`src/rtl/mbist_pkg.sv`:
```
package mbist_pkg;

    typedef enum logic [2:0] {
        ALG_FIX = 3'd0,
        ALG_PAIR = 3'd1,
        ALG_ADR = 3'd2,
        ALG_WALK = 3'd3,
        ALG_RND = 3'd4
    } alg_e;

    typedef enum logic [1:0] {
        PH_WR  = 2'd0,
        PH_RD1 = 2'd1,
        PH_RD2 = 2'd2
    } phase_e;

    typedef enum logic [2:0] {
        ST_IDLE  = 3'd0,
        ST_RUN   = 3'd1,
        ST_DRAIN = 3'd2,
        ST_DONE  = 3'd3,
        ST_FAIL  = 3'd4
    } state_e;

    localparam int unsigned NUM_WORDS = 4;

endpackage

```
`src/rtl/mbist_lfsr.sv`:
```
module mbist_lfsr #(
    parameter int unsigned    DATA_W = 32,
    parameter logic [DATA_W-1:0] SEED = 32'hC0FFEE01,
    parameter logic [DATA_W-1:0] TAPS = 32'h80200003
) (
    input  logic              clk,
    input  logic              rst_n,
    input  logic              load,
    input  logic              step,
    output logic [DATA_W-1:0] state
);
    logic [DATA_W-1:0] lfsr_d, lfsr_q;

    always_comb begin
        lfsr_d = lfsr_q;
        if (load) begin
            lfsr_d = SEED;
        end else if (step) begin
            lfsr_d = (lfsr_q >> 1) ^ (lfsr_q[0] ? TAPS : '0);
        end
    end

    always_ff @(posedge clk or negedge rst_n) begin
        if (!rst_n) lfsr_q <= SEED;
        else        lfsr_q <= lfsr_d;
    end

    assign state = lfsr_q;

    AST_LFSR_NONZERO: assert property (@(posedge clk) disable iff (!rst_n)
        lfsr_q != '0);
endmodule

```
`src/rtl/mbist_datagen.sv`:
```
module mbist_datagen
    import mbist_pkg::*;
#(
    parameter int unsigned ADDR_W = 8,
    parameter int unsigned DATA_W = 32,
    localparam int unsigned BIT_W = $clog2(DATA_W)
) (
    input  alg_e              alg,
    input  logic [1:0]        word_sel,
    input  logic              odd,
    input  logic [ADDR_W-1:0] addr,
    input  logic [BIT_W-1:0]  bit_sel,
    input  logic [DATA_W-1:0] rnd,
    output logic [DATA_W-1:0] data
);
    logic [DATA_W-1:0] fixed_word;

    always_comb begin
        case (word_sel)
            2'd0:    fixed_word = '0;
            2'd1:    fixed_word = '1;
            2'd2:    fixed_word = {(DATA_W/16){16'hAA55}};
            default: fixed_word = {(DATA_W/16){16'h55AA}};
        endcase
    end

    always_comb begin
        case (alg)
            ALG_FIX:  data = fixed_word;
            ALG_PAIR: data = odd ? ~fixed_word : fixed_word;
            ALG_ADR:  data = DATA_W'(addr);
            ALG_WALK: data = DATA_W'(1) << bit_sel;
            default:  data = rnd;
        endcase
    end
endmodule

```
`src/rtl/mbist_cmp.sv`:
```
module mbist_cmp
    import mbist_pkg::*;
#(
    parameter int unsigned ADDR_W = 8,
    parameter int unsigned DATA_W = 32
) (
    input  logic              clk,
    input  logic              rst_n,
    input  logic              rd_issue,
    input  logic [ADDR_W-1:0] rd_addr,
    input  logic [DATA_W-1:0] rd_exp,
    input  logic              rd_second,
    input  alg_e              rd_alg,
    input  logic [DATA_W-1:0] rdata,
    output logic              mis,
    output logic [ADDR_W-1:0] mis_addr,
    output logic [DATA_W-1:0] mis_exp,
    output logic              mis_second,
    output alg_e              mis_alg
);
    typedef struct packed {
        logic              vld;
        logic [ADDR_W-1:0] addr;
        logic [DATA_W-1:0] exp;
        logic              second;
        alg_e              alg;
    } pend_t;

    pend_t pend_d, pend_q;

    always_comb begin
        pend_d.vld    = rd_issue;
        pend_d.addr   = rd_addr;
        pend_d.exp    = rd_exp;
        pend_d.second = rd_second;
        pend_d.alg    = rd_alg;
    end

    always_ff @(posedge clk or negedge rst_n) begin
        if (!rst_n) pend_q <= '0;
        else        pend_q <= pend_d;
    end

    assign mis        = pend_q.vld && (rdata != pend_q.exp);
    assign mis_addr   = pend_q.addr;
    assign mis_exp    = pend_q.exp;
    assign mis_second = pend_q.second;
    assign mis_alg    = pend_q.alg;

    AST_MISS_NEEDS_READ: assert property (@(posedge clk) disable iff (!rst_n)
        mis |-> $past(rd_issue));
endmodule

```
`src/rtl/mbist_engine.sv`:
```
module mbist_engine
    import mbist_pkg::*;
#(
    parameter int unsigned ADDR_W = 8,
    parameter int unsigned DATA_W = 32,
    parameter logic [DATA_W-1:0] LFSR_SEED = 32'hC0FFEE01,
    parameter logic [DATA_W-1:0] LFSR_TAPS = 32'h80200003
) (
    input  logic              clk,
    input  logic              rst_n,
    input  logic              start,
    input  logic [ADDR_W-1:0] range_lo,
    input  logic [ADDR_W-1:0] range_hi,
    output logic              mem_en,
    output logic              mem_we,
    output logic [ADDR_W-1:0] mem_addr,
    output logic [DATA_W-1:0] mem_wdata,
    input  logic [DATA_W-1:0] mem_rdata,
    output logic              busy,
    output logic              done,
    output logic              fail,
    output logic              fail_second,
    output logic [2:0]        fail_alg,
    output logic [ADDR_W-1:0] fail_addr,
    output logic [DATA_W-1:0] fail_exp,
    output logic [DATA_W-1:0] fail_got
);
    localparam int unsigned BIT_W   = $clog2(DATA_W);
    localparam logic [BIT_W-1:0] BIT_LAST = BIT_W'(DATA_W - 1);
    localparam logic [1:0] WORD_LAST = 2'(NUM_WORDS - 1);

    typedef struct packed {
        state_e            st;
        alg_e              alg;
        phase_e            ph;
        logic [1:0]        wsel;
        logic [ADDR_W-1:0] addr;
        logic [ADDR_W-1:0] lo;
        logic [ADDR_W-1:0] hi;
        logic [BIT_W-1:0]  bitn;
        logic              wrd;
        logic              fsec;
        alg_e              falg;
        logic [ADDR_W-1:0] faddr;
        logic [DATA_W-1:0] fexp;
        logic [DATA_W-1:0] fgot;
    } ctl_t;

    ctl_t ctl_d, ctl_q;

    logic              lfsr_load, lfsr_step;
    logic [DATA_W-1:0] rnd_word, gen_word;
    logic              rd_issue, last_addr;
    logic              mis, mis_second;
    logic [ADDR_W-1:0] mis_addr;
    logic [DATA_W-1:0] mis_exp;
    alg_e              mis_alg;

    mbist_lfsr #(.DATA_W(DATA_W), .SEED(LFSR_SEED), .TAPS(LFSR_TAPS)) u_lfsr (
        .clk(clk), .rst_n(rst_n), .load(lfsr_load), .step(lfsr_step), .state(rnd_word)
    );

    mbist_datagen #(.ADDR_W(ADDR_W), .DATA_W(DATA_W)) u_gen (
        .alg(ctl_q.alg), .word_sel(ctl_q.wsel), .odd(ctl_q.addr[0] ^ ctl_q.lo[0]),
        .addr(ctl_q.addr), .bit_sel(ctl_q.bitn), .rnd(rnd_word), .data(gen_word)
    );

    mbist_cmp #(.ADDR_W(ADDR_W), .DATA_W(DATA_W)) u_cmp (
        .clk(clk), .rst_n(rst_n), .rd_issue(rd_issue), .rd_addr(ctl_q.addr),
        .rd_exp(gen_word), .rd_second(ctl_q.ph == PH_RD2), .rd_alg(ctl_q.alg),
        .rdata(mem_rdata), .mis(mis), .mis_addr(mis_addr), .mis_exp(mis_exp),
        .mis_second(mis_second), .mis_alg(mis_alg)
    );

    assign mem_en    = (ctl_q.st == ST_RUN);
    assign mem_we    = (ctl_q.alg == ALG_WALK) ? ~ctl_q.wrd : (ctl_q.ph == PH_WR);
    assign mem_addr  = ctl_q.addr;
    assign mem_wdata = gen_word;
    assign rd_issue  = mem_en && !mem_we;
    assign last_addr = (ctl_q.addr == ctl_q.hi);

    always_comb begin
        ctl_d     = ctl_q;
        lfsr_load = 1'b0;
        lfsr_step = 1'b0;
        case (ctl_q.st)
            ST_RUN: begin
                if (ctl_q.alg == ALG_WALK) begin
                    if (!ctl_q.wrd) begin
                        ctl_d.wrd = 1'b1;
                    end else begin
                        ctl_d.wrd = 1'b0;
                        if (ctl_q.bitn != BIT_LAST) begin
                            ctl_d.bitn = ctl_q.bitn + 1'b1;
                        end else begin
                            ctl_d.bitn = '0;
                            if (last_addr) begin
                                ctl_d.alg  = ALG_RND;
                                ctl_d.ph   = PH_WR;
                                ctl_d.addr = ctl_q.lo;
                                lfsr_load  = 1'b1;
                            end else begin
                                ctl_d.addr = ctl_q.addr + 1'b1;
                            end
                        end
                    end
                end else if (!last_addr) begin
                    ctl_d.addr = ctl_q.addr + 1'b1;
                    lfsr_step  = (ctl_q.alg == ALG_RND);
                end else begin
                    ctl_d.addr = ctl_q.lo;
                    lfsr_load  = 1'b1;
                    if (ctl_q.ph == PH_WR) begin
                        ctl_d.ph = PH_RD1;
                    end else if (ctl_q.ph == PH_RD1 && ctl_q.alg != ALG_FIX) begin
                        ctl_d.ph = PH_RD2;
                    end else begin
                        ctl_d.ph = PH_WR;
                        case (ctl_q.alg)
                            ALG_FIX: begin
                                ctl_d.wsel = ctl_q.wsel + 1'b1;
                                if (ctl_q.wsel == WORD_LAST) ctl_d.alg = ALG_PAIR;
                            end
                            ALG_PAIR: begin
                                ctl_d.wsel = ctl_q.wsel + 1'b1;
                                if (ctl_q.wsel == WORD_LAST) ctl_d.alg = ALG_ADR;
                            end
                            ALG_ADR: begin
                                ctl_d.alg  = ALG_WALK;
                                ctl_d.bitn = '0;
                                ctl_d.wrd  = 1'b0;
                            end
                            default: ctl_d.st = ST_DRAIN;
                        endcase
                    end
                end
            end
            ST_DRAIN: ctl_d.st = ST_DONE;
            default: begin
                if (start) begin
                    ctl_d.st    = (range_lo > range_hi) ? ST_DRAIN : ST_RUN;
                    ctl_d.alg   = ALG_FIX;
                    ctl_d.ph    = PH_WR;
                    ctl_d.wsel  = '0;
                    ctl_d.bitn  = '0;
                    ctl_d.wrd   = 1'b0;
                    ctl_d.lo    = range_lo;
                    ctl_d.hi    = range_hi;
                    ctl_d.addr  = range_lo;
                    ctl_d.fsec  = 1'b0;
                    ctl_d.falg  = ALG_FIX;
                    ctl_d.faddr = '0;
                    ctl_d.fexp  = '0;
                    ctl_d.fgot  = '0;
                    lfsr_load   = 1'b1;
                end
            end
        endcase
        if (mis && (ctl_q.st == ST_RUN || ctl_q.st == ST_DRAIN)) begin
            ctl_d.st    = ST_FAIL;
            ctl_d.fsec  = mis_second;
            ctl_d.falg  = mis_alg;
            ctl_d.faddr = mis_addr;
            ctl_d.fexp  = mis_exp;
            ctl_d.fgot  = mem_rdata;
        end
    end

    always_ff @(posedge clk or negedge rst_n) begin
        if (!rst_n) ctl_q <= '0;
        else        ctl_q <= ctl_d;
    end

    assign busy        = (ctl_q.st == ST_RUN) || (ctl_q.st == ST_DRAIN);
    assign done        = (ctl_q.st == ST_DONE);
    assign fail        = (ctl_q.st == ST_FAIL);
    assign fail_second = ctl_q.fsec;
    assign fail_alg    = ctl_q.falg;
    assign fail_addr   = ctl_q.faddr;
    assign fail_exp    = ctl_q.fexp;
    assign fail_got    = ctl_q.fgot;

    AST_ACCESS_IN_WINDOW: assert property (@(posedge clk) disable iff (!rst_n)
        mem_en |-> (mem_addr >= ctl_q.lo && mem_addr <= ctl_q.hi));
    AST_QUIET_UNLESS_BUSY: assert property (@(posedge clk) disable iff (!rst_n)
        !busy |-> !mem_en);
    AST_END_EXCLUSIVE: assert property (@(posedge clk) disable iff (!rst_n)
        !(done && fail));
    AST_FAIL_STICKY: assert property (@(posedge clk) disable iff (!rst_n)
        (fail && !start) |=> (fail && $stable(fail_addr) && $stable(fail_got)));
    AST_FAIL_AFTER_READ: assert property (@(posedge clk) disable iff (!rst_n)
        $rose(fail) |-> $past(mem_en && !mem_we, 2));
    AST_WALK_SINGLE_BIT: assert property (@(posedge clk) disable iff (!rst_n)
        (mem_en && mem_we && ctl_q.alg == ALG_WALK) |-> ($countones(mem_wdata) == 1));
    AST_SECOND_CLASS_ALG: assert property (@(posedge clk) disable iff (!rst_n)
        (fail && fail_second) |-> (fail_alg == 3'd1 || fail_alg == 3'd2 || fail_alg == 3'd4));
    AST_START_IGNORED_BUSY: assert property (@(posedge clk) disable iff (!rst_n)
        (busy && start) |=> ($stable(ctl_q.lo) && $stable(ctl_q.hi)));
endmodule

```
`config.mk`:
```
export PLATFORM = sky130hd
export DESIGN_NAME = mbist_engine
export DESIGN_NICKNAME = d
export VERILOG_FILES = /design/src/rtl/mbist_pkg.sv /design/src/rtl/mbist_lfsr.sv /design/src/rtl/mbist_datagen.sv /design/src/rtl/mbist_cmp.sv /design/src/rtl/mbist_engine.sv
export SDC_FILE = /design/constraint.sdc
export NUM_CORES = 1
export LEC_CHECK = 0
export BUFFER_PORTS_ARGS = -buffer_cell sky130_fd_sc_hd__buf_2
export CAP_MARGIN = 20
export CORE_MARGIN = 5
export CORE_UTILIZATION = 30
export DETAILED_ROUTE_END_ITERATION = 8
export GPL_TIMING_DRIVEN = 1
export PLACE_DENSITY = 0.52
export REMOVE_ABC_BUFFERS = 1
export SETUP_SLACK_MARGIN = 0.05
export SLEW_MARGIN = 0
export SYNTH_ARGS = -nofsm -noshare
export SYNTH_HDL_FRONTEND = slang
export SYNTH_SLANG_ARGS = --single-unit
```
`constraint.sdc`:
```
create_clock -name clk -period 2.6 [get_ports clk]
set_input_delay 0.26 -clock clk [delete_from_list [all_inputs] [get_ports clk]]
set_output_delay 0.26 -clock clk [all_outputs]
set_load 0.1 [all_outputs]
```
Word level (Yosys, flattened, before mapping)
Index checks and enable logic that the tools add are counted.
- output and inout bits: 121
- register bits: 193
- bits of input ports: 51
- word-level logic and storage cells: 148
- $add $sub $neg: 3
- shift operators: 1
- eq/ne operators: 37
- magnitude comparators: 1
- reduce and logical (&&, ||, !) cells: 26
- multiplexer cells: 54
- bitwise logic cells: 6
- operators with widths (cell ; count):
    76-bit 2-to-1 mux ; 2
    32-bit 2-to-1 mux ; 4
    32-bit one-hot mux with 4 select lines ; 1
    116-bit 2-to-1 mux ; 1
    32-bit one-hot mux with 3 select lines ; 1
    6-bit 2-to-1 mux ; 7
    8-bit 2-to-1 mux ; 4
    32-bit inequality test ; 1
    32-bit inverter ; 1
    1-bit by 5-bit << shifter with 32-bit output, first input constant ; 1
    31-bit by 32-bit XOR with 32-bit output ; 1
    5-bit 2-to-1 mux ; 6
    15-bit one-hot mux with 2 select lines ; 1
    6-bit AND reduction ; 3
    3-bit 2-to-1 mux ; 5
    2-bit 2-to-1 mux ; 7
    7-bit AND reduction ; 2
    3-bit by 2-bit equality test with 1-bit output, second input constant ; 4
    3-bit by 1-bit inequality test with 1-bit output, second input constant ; 4
    3-bit by 2-bit inequality test with 1-bit output, second input constant ; 4
    3-bit inequality test, second input constant ; 4
    6-bit one-hot mux with 2 select lines ; 1
    11-bit AND reduction ; 1
    1-bit 2-to-1 mux ; 10
    other kinds (32) ; 52

Logic depth before layout (Yosys ltp)
Gate-level depths: netlist (run 1).
- word-level depth: 9
- depth in mapped cells: 9
- depth with buffers taken out: 9

Modules after synthesis
A second synthesis (run 1) with hierarchy kept.
- cell total of the unflattened synthesis: 945
- area, all modules: 9917.0 um^2
- modules (own cells, without submodules) (module ; area an instance (um^2) ; cells each ; times used ; sequential area each (um^2)):
    mbist_engine ; 5861.9 ; 553 ; 1 ; 2902.8
    mbist_cmp ; 1799.2 ; 131 ; 1 ; 1126.1
    mbist_lfsr ; 1372.6 ; 107 ; 1 ; 822.0
    mbist_datagen ; 883.3 ; 154 ; 1 ; 0.0

Worst setup path before layout (run 1)
OpenSTA, ideal clock, no wires.
- path type: flip-flop to flip-flop
- from: register ctl_q[111] in the netlist's numbering
- to: register u_cmp.pend_q, in the netlist u_cmp.mis_exp[13]
- data arrival time: 3146 ps
- data required time: 2247 ps
- stages on the path, launching flop included: 7
- slack: -899 ps
- clock period less this slack: 3499 ps
- library setup time: 353 ps
- buffers on the path: 1
- path through: dfrtp_1 -> buf_6 -> and2b_1 -> nand2_1 -> nor2_1 -> nand2_1 -> o21ai_0
- longest elaborated chain between the ends: 2
- elaborated cells on any way between the ends: 5
- those cells by class: eq/ne (3); mux (1); reduce/logical (1)
- ends and longest elaborated chain (item ; line ; RTL):
    from (decl) ; mbist_engine.sv:49 ; ctl_t ctl_d, ctl_q;
    from (signal assigned) ; mbist_engine.sv:171 ; else ctl_q <= ctl_d;
    3-bit by 2-bit equality test with 1-bit output, or another cell as far along ; mbist_datagen.sv:28 ; case (alg)
    32-bit one-hot mux with 4 select lines (*) ; mbist_datagen.sv:28 ;
    net mem_wdata[13] ; mbist_engine.sv:17 ; output logic [DATA_W-1:0] mem_wdata,
    to (signal assigned) ; mbist_cmp.sv:41 ; else pend_q <= pend_d;
    to (decl) ; mbist_cmp.sv:29 ; pend_t pend_d, pend_q;
The timed path passes the listed nets; every way through them passes the cells marked *.
A chain may end at the register's enable or synchronous reset.

Worst setup path after layout (run 1)
- from: register ctl_q[107] in the netlist's numbering
- to: output mem_wdata[4]
- longest elaborated chain between the ends: 5
- elaborated cells on any way between the ends: 7
- those cells by class: eq/ne (2); mux (3); bitwise (1); reduce/logical (1)
- ends and longest elaborated chain (item ; line ; RTL):
    2-bit equality test, or another cell as far along ; mbist_datagen.sv:19 ; case (word_sel)
    32-bit one-hot mux with 3 select lines (*) ; mbist_datagen.sv:19 ;
    32-bit inverter ; mbist_datagen.sv:30 ; ALG_PAIR: data = odd ? ~fixed_word : fixed_word;
    32-bit 2-to-1 mux ; mbist_datagen.sv:30 ;
    32-bit one-hot mux with 4 select lines (*) ; mbist_datagen.sv:28 ;
    to (decl) ; mbist_engine.sv:17 ;
Mark *: on every way between the ends. The rest lies on a longest branch, timed or not.

==> results.cfg, run 1 <==
[run_status]
status = finished, final reports clean

[grt]
grt_pass1_wl_mm = 45.07
grt_pass1_vias = 7605
grt_overflow = 0
grt_max_degree = 72
antenna_found_initial = 1
gr-usage-all-layers_pct = 15.10

[layout]
drive_gt1_share_pct = 30.33
multi_input_area_um2 = 4204
fin_area_um2 = 12550
nFillCells = 3420
syn2layout_area_growth_pct = 24.17
diodes = 0
fin_nets = 1233
register_area_um2 = 4853

[min_path]
holdPathStages = 3
min_from = range_hi[0]
worstHoldPathType = in -> reg
hold_end = ctl_q[82]

[route]
drc = 0
avgRoutedWirePerCell_um = 17.36
postRouteWirelength_mm = 28.21
ant_nets = 0
drtIter0Drc = 424
vias = 7479
first_pass_iters = 5
avgViaCountPerCell = 4.602

[run]
maxCapViolCount = 0

[worst_setup_path]
crit_required_ns = 2.34
r2r-end = u_lfsr.state[7]
rrSetupSlack_ns = 0.23
arrival_ns = 2.25
crit_type = reg -> out
cp_max_fo = 11
r2r_start = mem_addr[0]
reg2regPathDepth = 8
crit_path_end_kind = primary output
startpoint_type = flop

[timing]
max_freq_mhz = 398.3
clock_skew_ns = 0.01906
worst_slew_pin_slew_ns = 1.005
rsz0062_at_grt = true
hold_violations = 0
final_max_slew_viol_count = 0
relSlewSlack_pct = 32.69
min_period_over_period_pct = 96.55
finalSetupViolations = 0
period_minus_slack_ns = 2.510

[logic_synthesis]
synth.most_common_cell = nand2_1
synth.top_cell.area_share_pct = 43.56
syn-instance-count = 1042
async_flop_share_pct = 100.0
synth_area_leaders = dfrtp_1 (44%), nand2_1 (7.9%), mux2i_1 (7.8%)
synth_area_um2 = 10110
ys_types = 73
synth.avg_cell_area_um2 = 9.703
yosysWarnings = 0
synth_top_area_cell = dfrtp_1
synth.yosys.seq_area_share_pct = 47.98
ys.flop_type = dfrtp_1
synth_seq_cells = 193
synth-edff-count = 0
yosys-top-cells-count = nand2_1 (212), dfrtp_1 (176), buf_4 (99), inv_1 (97), mux2i_1 (79)

[clock_tree]
ctsRootBufferMaster = clkbuf_16
clk_pin_slew_ns = 0.08
htree_levels = 4
cts_num_sinks = 193
clock_path_buffers = 2
cts_buffers = 17
clock_latency_ns = 0.45
cts_tree = built

[pwr]
netSwitchingPower_mw = 7.206
pwr-share-comb_pct = 54.4
power.leakage_nw = 6.445
p_total_mw = 14.49
p_int_mw = 7.284
switching_share_pct = 49.73
clock_power_share_pct = 18.7
seqPwrFrac_pct = 26.8
powerDensity_nw_per_um2 = 1154
ir_worst_vdd_uv = 541.3

[die]
core_um2 = 33360
die_h_um = 193.6
ios = 172
die_w_um = 193.6
die-area_um2 = 37480
rows = 67
initial_utilization_pct = 30.30

[placement]
finalWeightedCongestion = 0.8532
place_area_um2 = 11500
dpl.hpwl_mm = 20.61
port_buffers = 171
## cell families after synthesis
group                      count (synthesis)  share of synthesized area [%]
AOI/OAI and AO/OA                        140                          9.417
muxes                                     83                          8.266
adders and majority gates                 18                          2.227
buffers and inverters                    235                          13.01
xor gates and xnor gates                  49                          4.393
and+or+nand+nor                          324                          14.71
DFF                                      193                          47.98
## critical path, cell delays in order (launching register included)
cell,delay [ns]
dfrtp_1,0.39
inv_2,0.08
ha_4,0.21
xor2_2,0.17
and2_4,0.18
buf_12,0.15
a2111oi_4,0.37
a21oi_4,0.08
buf_12,0.18
## layout make-up
cell class                      instances  share of cell area (%)
Timing Repair Buffer                  240                   15.72
Sequential cell                       193                   38.66
Inverter                               98                   2.930
Multi-Input combinational cell        614                   33.49
Clock inverter                         15                   1.355
Tap cell                              448                   4.465
Clock buffer                           17                   3.388
## sequential cells by signal, summed over array words and instances (netlist names)
name and flops:
ctl_q 32, fail_addr 8, fail_alg 3, fail_exp 32, fail_got 32, fail_second 1
mem_addr 8, u_cmp.mis_addr 8, u_cmp.mis_alg 3, u_cmp.mis_exp 32, u_cmp.mis_second 1, u_cmp.pend_q 1
u_lfsr.state 32
## per-stage QoR
step                setup WS, ns  hold slack (ns)   TNS [ns]  utilization, %  std cells
global route            -0.02176          0.03754   -0.06404           37.63       1625
floorplan                 -2.853         -0.03559    -327.09               -        905
detailed placement      -0.08298           0.3324     -2.586           34.46       1574
CTS                    -0.009995          0.03452  -0.009995           37.07       1620
global placement         0.03334           0.3310          0           34.46       1574
finish                   0.08959          0.05080          0           37.63       1625
## worst max-delay path by stage
stage | end | depth (start not counted) | slack, ns | startpoint
2_1_floorplan | u_lfsr.state[1] | 4 | -2.85 | ctl_q[114]
3_3_place_gp | fail_exp[24] | 7 | 0.03 | u_cmp.mis_exp[4]
3_5_place_dp | fail_addr[3] | 7 | -0.08 | u_cmp.mis_exp[4]
4_1_cts | mem_wdata[4] | 9 | -0.01 | ctl_q[107]
5_1_grt | mem_wdata[4] | 8 | -0.02 | ctl_q[90]
6_report | mem_wdata[4] | 8 | 0.09 | ctl_q[107]
## layout by cell type (no fill, tap or decap), types with 4 or more instances in the layout
cell type	Yosys	final
nand2_1	212	205
dfrtp_1	176	174
buf_2	16	136
inv_1	97	96
mux2i_1	79	79
buf_4	99	57
xnor2_1	44	44
buf_12	0	35
a21oi_1	37	31
nand3_1	32	30
o21ai_0	27	23
clkbuf_16	0	19
nor2_1	25	17
dfstp_2	17	17
ha_1	18	16
o211ai_1	15	15
nand4_1	12	12
nor2_2	2	8
buf_6	4	8
a21oi_2	2	6
nand2_2	0	6
a32oi_1	6	6
inv_8	0	6
nor2_4	3	5
and3_1	5	5
a31oi_1	7	5
nand3b_1	4	4
a22oi_1	4	4
## metal layers
layer  share of wire (%)  wire length, um  GRT usage (%)  vias up
met5               0.025                7              0        -
met4                 1.4              394          3.514        2
met3                 4.4             1252          2.887       25
met2                  48            13410          24.52      200
met1                  47            13150          21.00     3649
li1                    -                -              -     3603
## power groups by stage
stage          registers [mW]  clock network (mW)  logic (mW)
6_report                 3.89                2.72        7.89
5_1_grt                  3.95                2.92        8.31
4_1_cts                  3.89                2.80        7.82
3_5_place_dp             3.96                   0        7.57
3_3_place_gp             3.94                   0        7.54
2_1_floorplan            5.14                   0        3.81
## timing repair
action	CTS	global route
cloned	1	0
hold buffers	1	0
endpoints found under the hold margin	63	0
pin swaps	8	8
resized for setup	47	36
buffers inserted	12	6
setup endpoints to repair	106	32
Note: power is estimated with default switching activity, not from simulation.
==> inputs of run 2 (changes only) <==
Settings changed: CELL_PAD_IN_SITES_DETAIL_PLACEMENT set to 2, CELL_PAD_IN_SITES_GLOBAL_PLACEMENT set to 2, PLACE_DENSITY 0.52 to 0.74.
==> results.cfg, run 2 (same netlist as run 1, synthesis figures left out) <==
[timing]
worst_slew_pin_slew_ns = 0.6788
finalSetupViolations = 5
rsz0062_at_grt = true
hold_ws_ns = 0.02941
min_period_over_period_pct = 106.0
hold_violations = 0
period_minus_slack_ns = 2.755
max_freq_mhz = 363.0
final_max_slew_viol_count = 0
relSlewSlack_pct = 54.75
clock_skew_ns = 0.02250
worst_slack_ns = -0.1552

[worst_setup_path]
startpoint_type = flop
path_buf_inv = 2
crit_required_ns = 2.34
cp_max_fo = 3
max_stage_delay_ns = 0.47
arrival_ns = 2.50
crit_type = reg -> out
cp_top_family = compound AO/OA/AOI/OAI gates
slowest_stage = a2111oi_1
crit_chain = ha_4, xor2_2, and2_4, a2111oi_1, buf_4, a21oi_4, buf_12
crit_path_end_kind = primary output

[die]
die-area_um2 = 37480
die_w_um = 193.6
rows = 67
initial_utilization_pct = 30.30
core_um2 = 33360
die_h_um = 193.6
ios = 172

[clock_tree]
clock_path_buffers = 2
clk_pin_slew_ns = 0.09
cts_num_sinks = 193
cts_tree = built
clock_latency_ns = 0.47
ctsRootBufferMaster = clkbuf_16
cts_buffers = 17
htree_levels = 4

[layout]
fin_cells = 1650
drive_gt1_share_pct = 32.20
final_cell_mix = nand2_1 (205), dfrtp_1 (175), buf_2 (137)
syn2layout_area_growth_pct = 27.19
diodes = 0
mostFrequentLayoutCell = nand2_1
fin_nets = 1258
finish.utilization_pct = 38.54

[placement]
finalWeightedCongestion = 0.8292
dp_slack_ns = 0.1077
dpl.hpwl_mm = 24.47
dp_cells = 1580
port_buffers = 171

[pwr]
powerDensity_nw_per_um2 = 1166
power.leakage_nw = 6.594
ir_worst_vdd_uv = 535.1

[grt]
grt_pass1_wl_mm = 53.36
grt_max_degree = 60
grt_overflow = 0
grt_pass1_vias = 8982
antenna_found_initial = 0
gr-usage-all-layers_pct = 18.00

[route]
postRouteWirelength_mm = 34.92
drc = 0
avgRoutedWirePerCell_um = 21.16
first_pass_iters = 5
ant_nets = 0
vias = 8043
drtIter0Drc = 340
avgViaCountPerCell = 4.875

[run_status]
status = finished with violations
violations = setup timing

[min_path]
worstHoldPathType = in -> reg

[run]
maxCapViolCount = 0
run 2: cell types whose count changed in the layout (fill, tap and decap cells not counted), moves of 2 or more:
cell      delta
a21oi_1      -2
a21oi_2      +3
buf_12       +3
buf_4       +19
buf_8        +3
clkinv_8     +4
ha_2         +2
inv_8        -3
nor2_2       -2
nor2_4       +3
run 2: path summary, 6_finish.rpt:
check,start,to,slack (ns),cells after the start
setup / recovery,ctl_q[106],mem_wdata[2],-0.16,7
hold / removal,range_hi[0],ctl_q[82],0.03,3
setup reg to reg,ctl_q[77],u_lfsr.state[0],0.15,8
hold reg to reg,ctl_q[93],ctl_q[93],0.49,2
max in group asynchronous,rst_n,u_lfsr.state[0],1.50,3
min in group asynchronous,rst_n,fail_got[24],0.31,2
run 2: repair_timing:
action,4_1_cts,5_1_grt
gates resized for setup,49,48
endpoints found under the hold margin,46,0
pin swaps,6,12
buffers inserted,19,18
setup endpoints to repair,32,52
hold buffers,1,0
run 2: final cells by class:
cell class	count	area (um^2)
clock buffer	17	425.4
fill	3632	20500
tap	448	560.5
timing repair buffer	265	2215
sequential	193	4852
inverter	98	371.6
multi-input combinational	614	4253
clock inverter	15	182.7
run 2: metal layers:
metal | vias to the layer above | GRT usage [%] | share of wire, %
met1 | 4191 | 23.36 | 44
met2 | 160 | 30.98 | 51
met3 | 37 | 3.114 | 3.5
met5 | - | 0 | 0
li1 | 3655 | - | -
met4 | 0 | 5.167 | 1.6
run 2: power breakdown:
| group | switching [mW] | internal, mW | leakage (nW) |
|---|---|---|---|
| Combinational | 5.77 | 2.56 | 3.75 |
| Sequential | 0.371 | 3.54 | 2.55 |
| Clock | 1.45 | 1.31 | 0.292 |
| Total | 7.59 | 7.41 | 6.59 |
run 2: through the flow:
| step | TNS [ns] | power [mW] | area, um^2 |
|---|---|---|---|
| finish | -0.2934 | 15.00 | 12860 |
| global route | -1.183 | 15.66 | 12860 |
| CTS | -0.1779 | 14.83 | 12510 |
| detailed placement | 0 | 11.73 | 11570 |
| global placement | 0 | 11.59 | 11570 |
| floorplan | -327.09 | 8.942 | 9164 |
run 2: worst register-to-register path: stages (launching register included):
cell	delay (ns)
dfrtp_1	0.39
buf_4	0.15
ha_1	0.23
and3_1	0.20
ha_1	0.25
nand2_1	0.08
nand2_1	0.14
a31oi_4	0.62
o21ai_0	0.25
==> inputs of run 3 (changes only) <==
Settings changed: MAX_ROUTING_LAYER set to met4.
==> results.cfg, run 3 (same netlist as run 1, synthesis figures left out) <==
[run_status]
status = finished with violations
violations = setup timing

[layout]
diodes = 0
fin_nets = 1264
syn2layout_area_growth_pct = 28.10
final_cell_mix = nand2_1 (204), dfrtp_1 (175), buf_2 (137)
drive_gt1_share_pct = 32.28
mostFrequentLayoutCell = nand2_1
fin_area_um2 = 12950

[worst_setup_path]
crit_top_cell = buf_6
crit_chain = xor2_1, nand2_2, buf_6, buf_6, xor2_4, nand2_4, buf_6, o211ai_1, buf_4, buf_12
arrival_ns = 2.46
max_stage_delay_ns = 0.41
startpoint_type = flop
slowest_stage = dfrtp_1
crit_path_end_kind = primary output
crit_required_ns = 2.34
path_buf_inv = 5
cp_top_family = buffers and inverters
crit_type = reg -> out
cp_max_fo = 7

[pwr]
p_int_mw = 7.529
pwr-share-comb_pct = 56.0
powerDensity_nw_per_um2 = 1172
clock_power_share_pct = 18.2
seqPwrFrac_pct = 25.8
netSwitchingPower_mw = 7.650
switching_share_pct = 50.40
ir_worst_vdd_uv = 535.4
power.leakage_nw = 6.642

[grt]
grt_overflow = 0
antenna_found_initial = 0
grt_pass1_vias = 8997
grt_max_degree = 60
grt_pass1_wl_mm = 53.39
gr-usage-all-layers_pct = 18.54

[timing]
hold_ws_ns = 0.03008
rsz0062_at_grt = true
relSlewSlack_pct = 56.47
worst_slew_pin_slew_ns = 0.6530
period_minus_slack_ns = 2.722
tns_ns = -1.201
worst_slack_ns = -0.1224
finalSetupViolations = 23
final_max_slew_viol_count = 0
min_period_over_period_pct = 104.7
max_freq_mhz = 367.3
hold_violations = 0
clock_skew_ns = 0.02285

[route]
drtIter0Drc = 365
ant_nets = 0
avgRoutedWirePerCell_um = 21.43
postRouteWirelength_mm = 35.49
vias = 8066
first_pass_iters = 4
drc = 0
avgViaCountPerCell = 4.871

[die]
die_w_um = 193.6
ios = 172
initial_utilization_pct = 30.30
core_um2 = 33360
rows = 67
die_h_um = 193.6
die-area_um2 = 37480

[clock_tree]
cts_buffers = 17
cts_num_sinks = 193
clk_pin_slew_ns = 0.08
cts_tree = built
clock_latency_ns = 0.47
htree_levels = 4
ctsRootBufferMaster = clkbuf_16
clock_path_buffers = 2

[placement]
place_area_um2 = 11570
finalWeightedCongestion = 0.8419
dp_slack_ns = 0.1077
dpl.hpwl_mm = 24.47
port_buffers = 171

[min_path]
worstHoldPathType = in -> reg

[run]
maxCapViolCount = 0
-- run 3: cell type report --
type                    count  area (um^2)
inverters                  98        371.6
clock inverters            15        182.7
well taps                 448        560.5
clock buffers              17        425.4
flip-flops and latches    193         4852
repair buffers            271         2308
multi-input cells         614         4252
fillers                  3622        20410
-- run 3: path summary, 6_finish.rpt --
kind,from,slack [ns],end,cells past startpoint
worst min register to register,ctl_q[93],0.49,ctl_q[93],2
worst min-delay path,range_hi[0],0.03,ctl_q[82],3
worst max-delay path,mem_addr[0],-0.12,mem_wdata[24],10
max in group asynchronous,rst_n,1.49,u_lfsr.state[0],3
min in group asynchronous,rst_n,0.34,fail_got[24],2
worst max register to register,ctl_q[77],-0.02,ctl_q[110],10
-- run 3: layer usage --
| layer | vias up | global-route usage (%) | share of wire [%] |
|---|---|---|---|
| li1 | 3659 | - | - |
| met1 | 4190 | 23.46 | 44 |
| met2 | 181 | 30.99 | 51 |
| met3 | 36 | 2.974 | 3.4 |
| met4 | 0 | 5.167 | 1.5 |
| met5 | - | - | 0 |
-- run 3: worst register-to-register path, delay by kind of cell (launching register included) --
family / cells / cell delay [ns]
flip-flops: 1 / 0.37
adder cells (fa/ha/maj): 2 / 0.50
buffers and inverters: 1 / 0.14
AO/OA/AOI/OAI: 3 / 0.64
AND/OR/NAND/NOR: 3 / 0.49
multiplexers: 1 / 0.36
-- run 3: power groups by stage --
stage	clock [mW]	combinational, mW	sequential, mW
floorplan	0	3.81	5.14
global placement	0	7.66	3.93
detailed placement	0	7.76	3.97
CTS	2.83	8.09	3.91
global route	2.98	8.89	3.98
finish	2.76	8.50	3.91
-- run 3: what timing repair did --
item | CTS | global route
setup buffers | 19 | 23
endpoints found under the hold margin | 46 | 0
pin swaps | 6 | 10
gates resized for setup | 49 | 56
hold buffers | 1 | 0
setup endpoints to repair | 32 | 54
gates cloned | 0 | 1
-- run 3: per-stage QoR --
step                      utilization, %  std cells  power (mW)
after floorplan                        -        905       8.942
after global placement             34.67       1580       11.59
after detailed placement           34.67       1580       11.73
after CTS                          37.49       1632       14.83
after global routing               38.82       1656       15.85
final                              38.82       1656       15.18
